## src/rtl/zdet_pkg.sv

```systemverilog
package zdet_pkg;
  localparam int unsigned ZD_CHANNELS = 2;
  localparam int unsigned ZD_LEFT     = 0;
  localparam int unsigned ZD_RIGHT    = 1;

  function automatic int unsigned zd_cnt_width(input int unsigned run_len);
    return $clog2(run_len + 1);
  endfunction
endpackage

```

## src/rtl/zdet_rst_sync.sv

```systemverilog
module zdet_rst_sync (
  input  logic clk,
  input  logic rst_n,
  output logic rst_sync_n
);
  logic [1:0] stage_q;

  always_ff @(posedge clk or negedge rst_n) begin
    if (!rst_n) stage_q <= 2'b00;
    else        stage_q <= {stage_q[0], 1'b1};
  end

  assign rst_sync_n = stage_q[1];
endmodule

```

## src/rtl/zdet_chan_cmp.sv

```systemverilog
module zdet_chan_cmp #(
  parameter int unsigned SAMPLE_W = 24
) (
  input  logic [SAMPLE_W-1:0] smp,
  output logic                is_zero
);
  always_comb is_zero = (smp == '0);
endmodule

```

## src/rtl/zdet_run_cnt.sv

```systemverilog
module zdet_run_cnt #(
  parameter int unsigned RUN_LEN = 8192,
  parameter int unsigned CNT_W   = 14
) (
  input  logic clk,
  input  logic rst_n,
  input  logic stb,
  input  logic all_zero,
  output logic full_nxt
);
  localparam logic [CNT_W-1:0] LIMIT = CNT_W'(RUN_LEN);

  logic [CNT_W-1:0] cnt_q, cnt_d;

  always_comb begin
    cnt_d = cnt_q;
    if (stb) begin
      if (!all_zero)           cnt_d = '0;
      else if (cnt_q != LIMIT) cnt_d = cnt_q + 1'b1;
    end
  end

  always_ff @(posedge clk or negedge rst_n) begin
    if (!rst_n) cnt_q <= '0;
    else        cnt_q <= cnt_d;
  end

  assign full_nxt = (cnt_d == LIMIT);
endmodule

```

## src/rtl/zdet_flag_reg.sv

```systemverilog
module zdet_flag_reg (
  input  logic clk,
  input  logic rst_n,
  input  logic stb,
  input  logic full_nxt,
  output logic flag
);
  logic flag_q, flag_d;

  always_comb begin
    flag_d = flag_q;
    if (stb) flag_d = full_nxt;
  end

  always_ff @(posedge clk or negedge rst_n) begin
    if (!rst_n) flag_q <= 1'b0;
    else        flag_q <= flag_d;
  end

  assign flag = flag_q;
endmodule

```

## src/rtl/zero_run_detector.sv

```systemverilog
module zero_run_detector #(
  parameter int unsigned SAMPLE_W = 24,
  parameter int unsigned RUN_LEN  = 8192
) (
  input  logic                clk,
  input  logic                rst_n,
  input  logic                frame_stb,
  input  logic [SAMPLE_W-1:0] left_smp,
  input  logic [SAMPLE_W-1:0] right_smp,
  output logic                zero_flag
);
  import zdet_pkg::*;

  localparam int unsigned CNT_W = zd_cnt_width(RUN_LEN);

  logic                                  rst_int_n;
  logic [ZD_CHANNELS-1:0][SAMPLE_W-1:0]  smp_vec;
  logic [ZD_CHANNELS-1:0]                ch_zero;
  logic                                  all_zero;
  logic                                  full_nxt;
  logic                                  flag_int;

  assign smp_vec[ZD_LEFT]  = left_smp;
  assign smp_vec[ZD_RIGHT] = right_smp;

  zdet_rst_sync u_rst_sync (
    .clk        (clk),
    .rst_n      (rst_n),
    .rst_sync_n (rst_int_n)
  );

  for (genvar ch = 0; ch < ZD_CHANNELS; ch++) begin : g_chan
    zdet_chan_cmp #(.SAMPLE_W(SAMPLE_W)) u_cmp (
      .smp     (smp_vec[ch]),
      .is_zero (ch_zero[ch])
    );
  end

  assign all_zero = &ch_zero;

  zdet_run_cnt #(.RUN_LEN(RUN_LEN), .CNT_W(CNT_W)) u_run_cnt (
    .clk      (clk),
    .rst_n    (rst_int_n),
    .stb      (frame_stb),
    .all_zero (all_zero),
    .full_nxt (full_nxt)
  );

  zdet_flag_reg u_flag (
    .clk      (clk),
    .rst_n    (rst_int_n),
    .stb      (frame_stb),
    .full_nxt (full_nxt),
    .flag     (flag_int)
  );

  assign zero_flag = flag_int;
endmodule

```

## config.mk

```make
export PLATFORM = sky130hd
export DESIGN_NAME = zero_run_detector
export DESIGN_NICKNAME = d
export VERILOG_FILES = /design/src/rtl/zdet_pkg.sv /design/src/rtl/zdet_rst_sync.sv /design/src/rtl/zdet_chan_cmp.sv /design/src/rtl/zdet_run_cnt.sv /design/src/rtl/zdet_flag_reg.sv /design/src/rtl/zero_run_detector.sv
export SDC_FILE = /design/constraint.sdc
export NUM_CORES = 1
export LEC_CHECK = 0
export BUFFER_PORTS_ARGS = -buffer_cell sky130_fd_sc_hd__buf_4
export CAP_MARGIN = 10
export CORE_UTILIZATION = 30
export CTS_CLUSTER_DIAMETER = 120
export DETAILED_ROUTE_END_ITERATION = 12
export PLACE_DENSITY = 0.55
export SLEW_MARGIN = 5
export SYNTH_ARGS = -nofsm -noshare
export SYNTH_HDL_FRONTEND = slang
export SYNTH_HIERARCHICAL = 1
export SYNTH_SLANG_ARGS = --single-unit
```

## constraint.sdc

```tcl
create_clock -name clk -period 0.8 [get_ports clk]
set_clock_uncertainty 0.05 [all_clocks]
set_input_delay 0.08 -clock clk [delete_from_list [all_inputs] [get_ports clk]]
set_output_delay 0.08 -clock clk [all_outputs]
set_load 0.02 [all_outputs]
```

==> out/summary.txt <==
Status -> finished, violations left
Failing checks -> setup timing
Syn Inst Count -> 148
Tcrit/Tclk final -> 247%
Clk pwr share -> 35.4%
Area of the multi-input gates -> 0.00105 sq mm
Max-Cap Viols -> 0
Total track usage -> 24.5%
Yosys warnings -> 6
DIE WIDTH -> 65.9 um
First-pass GRT wire length -> 7910 um
RSZ-0062 raised after global routing -> yes
Final wirelength -> 4730 um
Port Buffer Count -> 51
Die Area -> 0.00435 sq mm
Final min period -> 1980 ps
Sinks on the clock net -> 17
Row count -> 22
Core ar. -> 0.00380 sq mm
Placed Area -> 0.00206 sq mm
Leakage -> 1.14 nW
PD cells -> 740 mW/mm^2
Vias in the first global route -> 1,677
Gate power share -> 18.3%
Synth cell types -> 38
NetSw -> 0.436 mW
Die height -> 65.9 um
Initial Utilization -> 32.3%
Dpl hpwl -> 3600 um
Post-route DRC -> 0
CP endpoint kind -> flop
Via Count -> 1,579
Max Root-Sink Buffers -> 2
Share of cells above drive strength 1 -> 64.3%
Reg power frac -> 46.3%
Synthesized net count -> 201
#FFs+latches synth -> 17
WP data arrival -> 2070 ps
Maximum operating frequency -> 506 MHz
Fin area -> 0.00253 sq mm
P_int -> 1.43 mW
Final setup violation count -> 16
Antenna-violating nets left -> 0
Area growth syn-to-layout -> 106%
Placed Cells incl. Taps -> 286
H-Tree Depth -> 1
Hold crit path type -> in -> async
Fin worst setup slack -> -1180 ps
Top cells by area, synth -> dfrtp_1, nand2_1, nor4_1
Filler cells -> 320
Syn Area/Cell -> 8.28 sq um
GP Congestion -> 0.843
Wire per inst -> 15.8 um
Post-Syn Area -> 0.00123 sq mm
Clock Pin Slew Worst Setup and Hold Paths -> 70 ps
Largest net degree at the start of global routing -> 16
CP Data Required Time -> 890 ps
Sw Share -> 23.4%
Initial antenna violation count -> 0
Crit path max fanout -> 2
Vias/cell -> 5.26
Startpoint types -> flop
Initial DRT Pass Iterations -> 4
Biggest area consumer among synthesized cells -> dfrtp_1
Register area share after synthesis -> 34.7%
Final Max Tran Viols -> 0
Synth top area share -> 34.7%
I/O pin count -> 52
CTS Root Cell -> clkbuf_8
Final Hold Fails -> 0
Peak supply drop -> 0.471 mV
FF/Latch Area -> 428 sq um
Critical path class -> reg -> reg
First-iteration detailed-routing DRC count -> 81
Total Nets Final -> 306
CTS tree -> yes
Worst skew pair latency -> 260 ps
GR Overflow Total -> 0
Total CTS buffers -> 3
Post-Layout Cell Count -> 300
Number of antenna diodes -> 0
-- flip-flops by register name, summed over array words and instances (netlist names) --
name and flops:
u_run_cnt/cnt_q 14, u_rst_sync/stage_q 2, u_flag/flag 1
-- worst paths after layout --
| check | from | end | slack (ps) | cells past startpoint |
|---|---|---|---|---|
| max in group asynchronous | u_rst_sync/stage_q[1] | u_run_cnt/cnt_q[1] | 370 | 1 |
| max | u_run_cnt/cnt_q[0] | u_flag/flag | -1180 | 9 |
| min reg2reg | u_rst_sync/stage_q[1] | u_run_cnt/cnt_q[12] | 130 | 1 |
| min | rst_n | u_rst_sync/stage_q[0] | 80 | 2 |
| min in group clk | frame_stb | u_run_cnt/cnt_q[9] | 220 | 4 |
| max reg2reg | u_run_cnt/cnt_q[0] | u_flag/flag | -1180 | 9 |
-- through the flow --
step / util, % / setup TNS [ps] / total power, mW / hold WS [ps] / setup slack (ps)
3_3_place_gp: 54.3 / -13770 / 1.17 / -188 / -1430
2_1_floorplan: - / -10350 / 0.929 / -266 / -1320
3_5_place_dp: 54.3 / -14150 / 1.17 / -187 / -1440
6_report: 66.5 / -11270 / 1.87 / 82.6 / -1180
4_1_cts: 64.9 / -11450 / 1.88 / 76.3 / -1140
5_1_grt: 66.5 / -12170 / 1.97 / 88.8 / -1250
-- cells in the mapped netlist, drive strengths merged --
master	number
clkbuf	2
or2	1
xor2	1
or4	1
o311a	1
mux2	1
dfrtp	17
nor4b	1
o211ai	1
ha	2
conb	1
and2	1
nor4	13
nor3b	1
nor3	4
o311ai	2
nor2	8
a311oi	1
buf	8
nand2	24
and4	4
o22ai	1
and3	3
xnor2	5
nand4	5
inv	6
o31ai	5
a41oi	2
nand3	10
nand2b	1
o21ai	10
a21oi	2
o41ai	3
-- what timing repair did --
item / 4_1_cts / 5_1_grt
setup buffers: 11 / 2
hold buffers: 1 / 0
endpoints found under the setup margin: 16 / 16
pin swaps: 31 / 20
endpoints found under the hold margin: 2 / 0
resized for setup: 55 / 16
-- cells in the final DEF, fill, tap and decap left out, drive strengths merged, types with 2 or more instances in the layout --
cell,n
buf,109
nand2,24
dfrtp,17
nor4,13
o21ai,10
nand3,10
nor2,8
inv,6
nand4,5
xnor2,5
o31ai,5
nor3,4
clkbuf,4
and4,4
o41ai,3
and3,3
a21oi,2
a41oi,2
ha,2
o311ai,2
-- cell type report --
cell class                 instances  share of cell area (%)
timing repair buffer             110                    36.5
tap                               48                    2.38
clock buffer                       4                    1.78
sequential                        17                    16.9
multi-input combinational        115                    41.5
inverter                           6                   0.892
-- routing by layer --
| metal | vias to the layer above | GRT usage (%) | wire length, um |
|---|---|---|---|
| li1 | 760 | - | - |
| met1 | 769 | 29.3 | 1920 |
| met2 | 45 | 45.8 | 2570 |
| met3 | 5 | 3.62 | 200 |
| met4 | 0 | 4.79 | 42 |
| met5 | - | 0 | 0 |
-- cell families after synthesis --
group                      after synthesis  share of synthesized area [%]
and+or+nand+nor                         77                           35.3
AOI/OAI and AO/OA                       28                           15.6
DFF                                     17                           34.7
buffers and inverters                   16                           6.53
xor gates and xnor gates                 6                           4.29
adders and majority gates                2                           2.04
other                                    1                          0.306
muxes                                    1                           1.22
-- power by group through the flow --
stage          sequential [mW]  combinational [mW]  clock (mW)
5_1_grt                  0.865               0.369       0.734
3_3_place_gp             0.882               0.285           0
6_report                 0.865               0.342       0.662
4_1_cts                  0.865               0.328       0.686
2_1_floorplan            0.892              0.0369           0
3_5_place_dp             0.882               0.293           0
-- worst max-delay path, stage by stage, from the launching register on --
cell	delay (ps)
dfrtp_1	370
inv_2	50
ha_4	150
nor3b_4	140
and4_1	210
or2_4	250
a41oi_2	160
nor3_1	70
and3_1	170
mux2_4	250
Note: power is estimated with default switching activity, not from simulation.
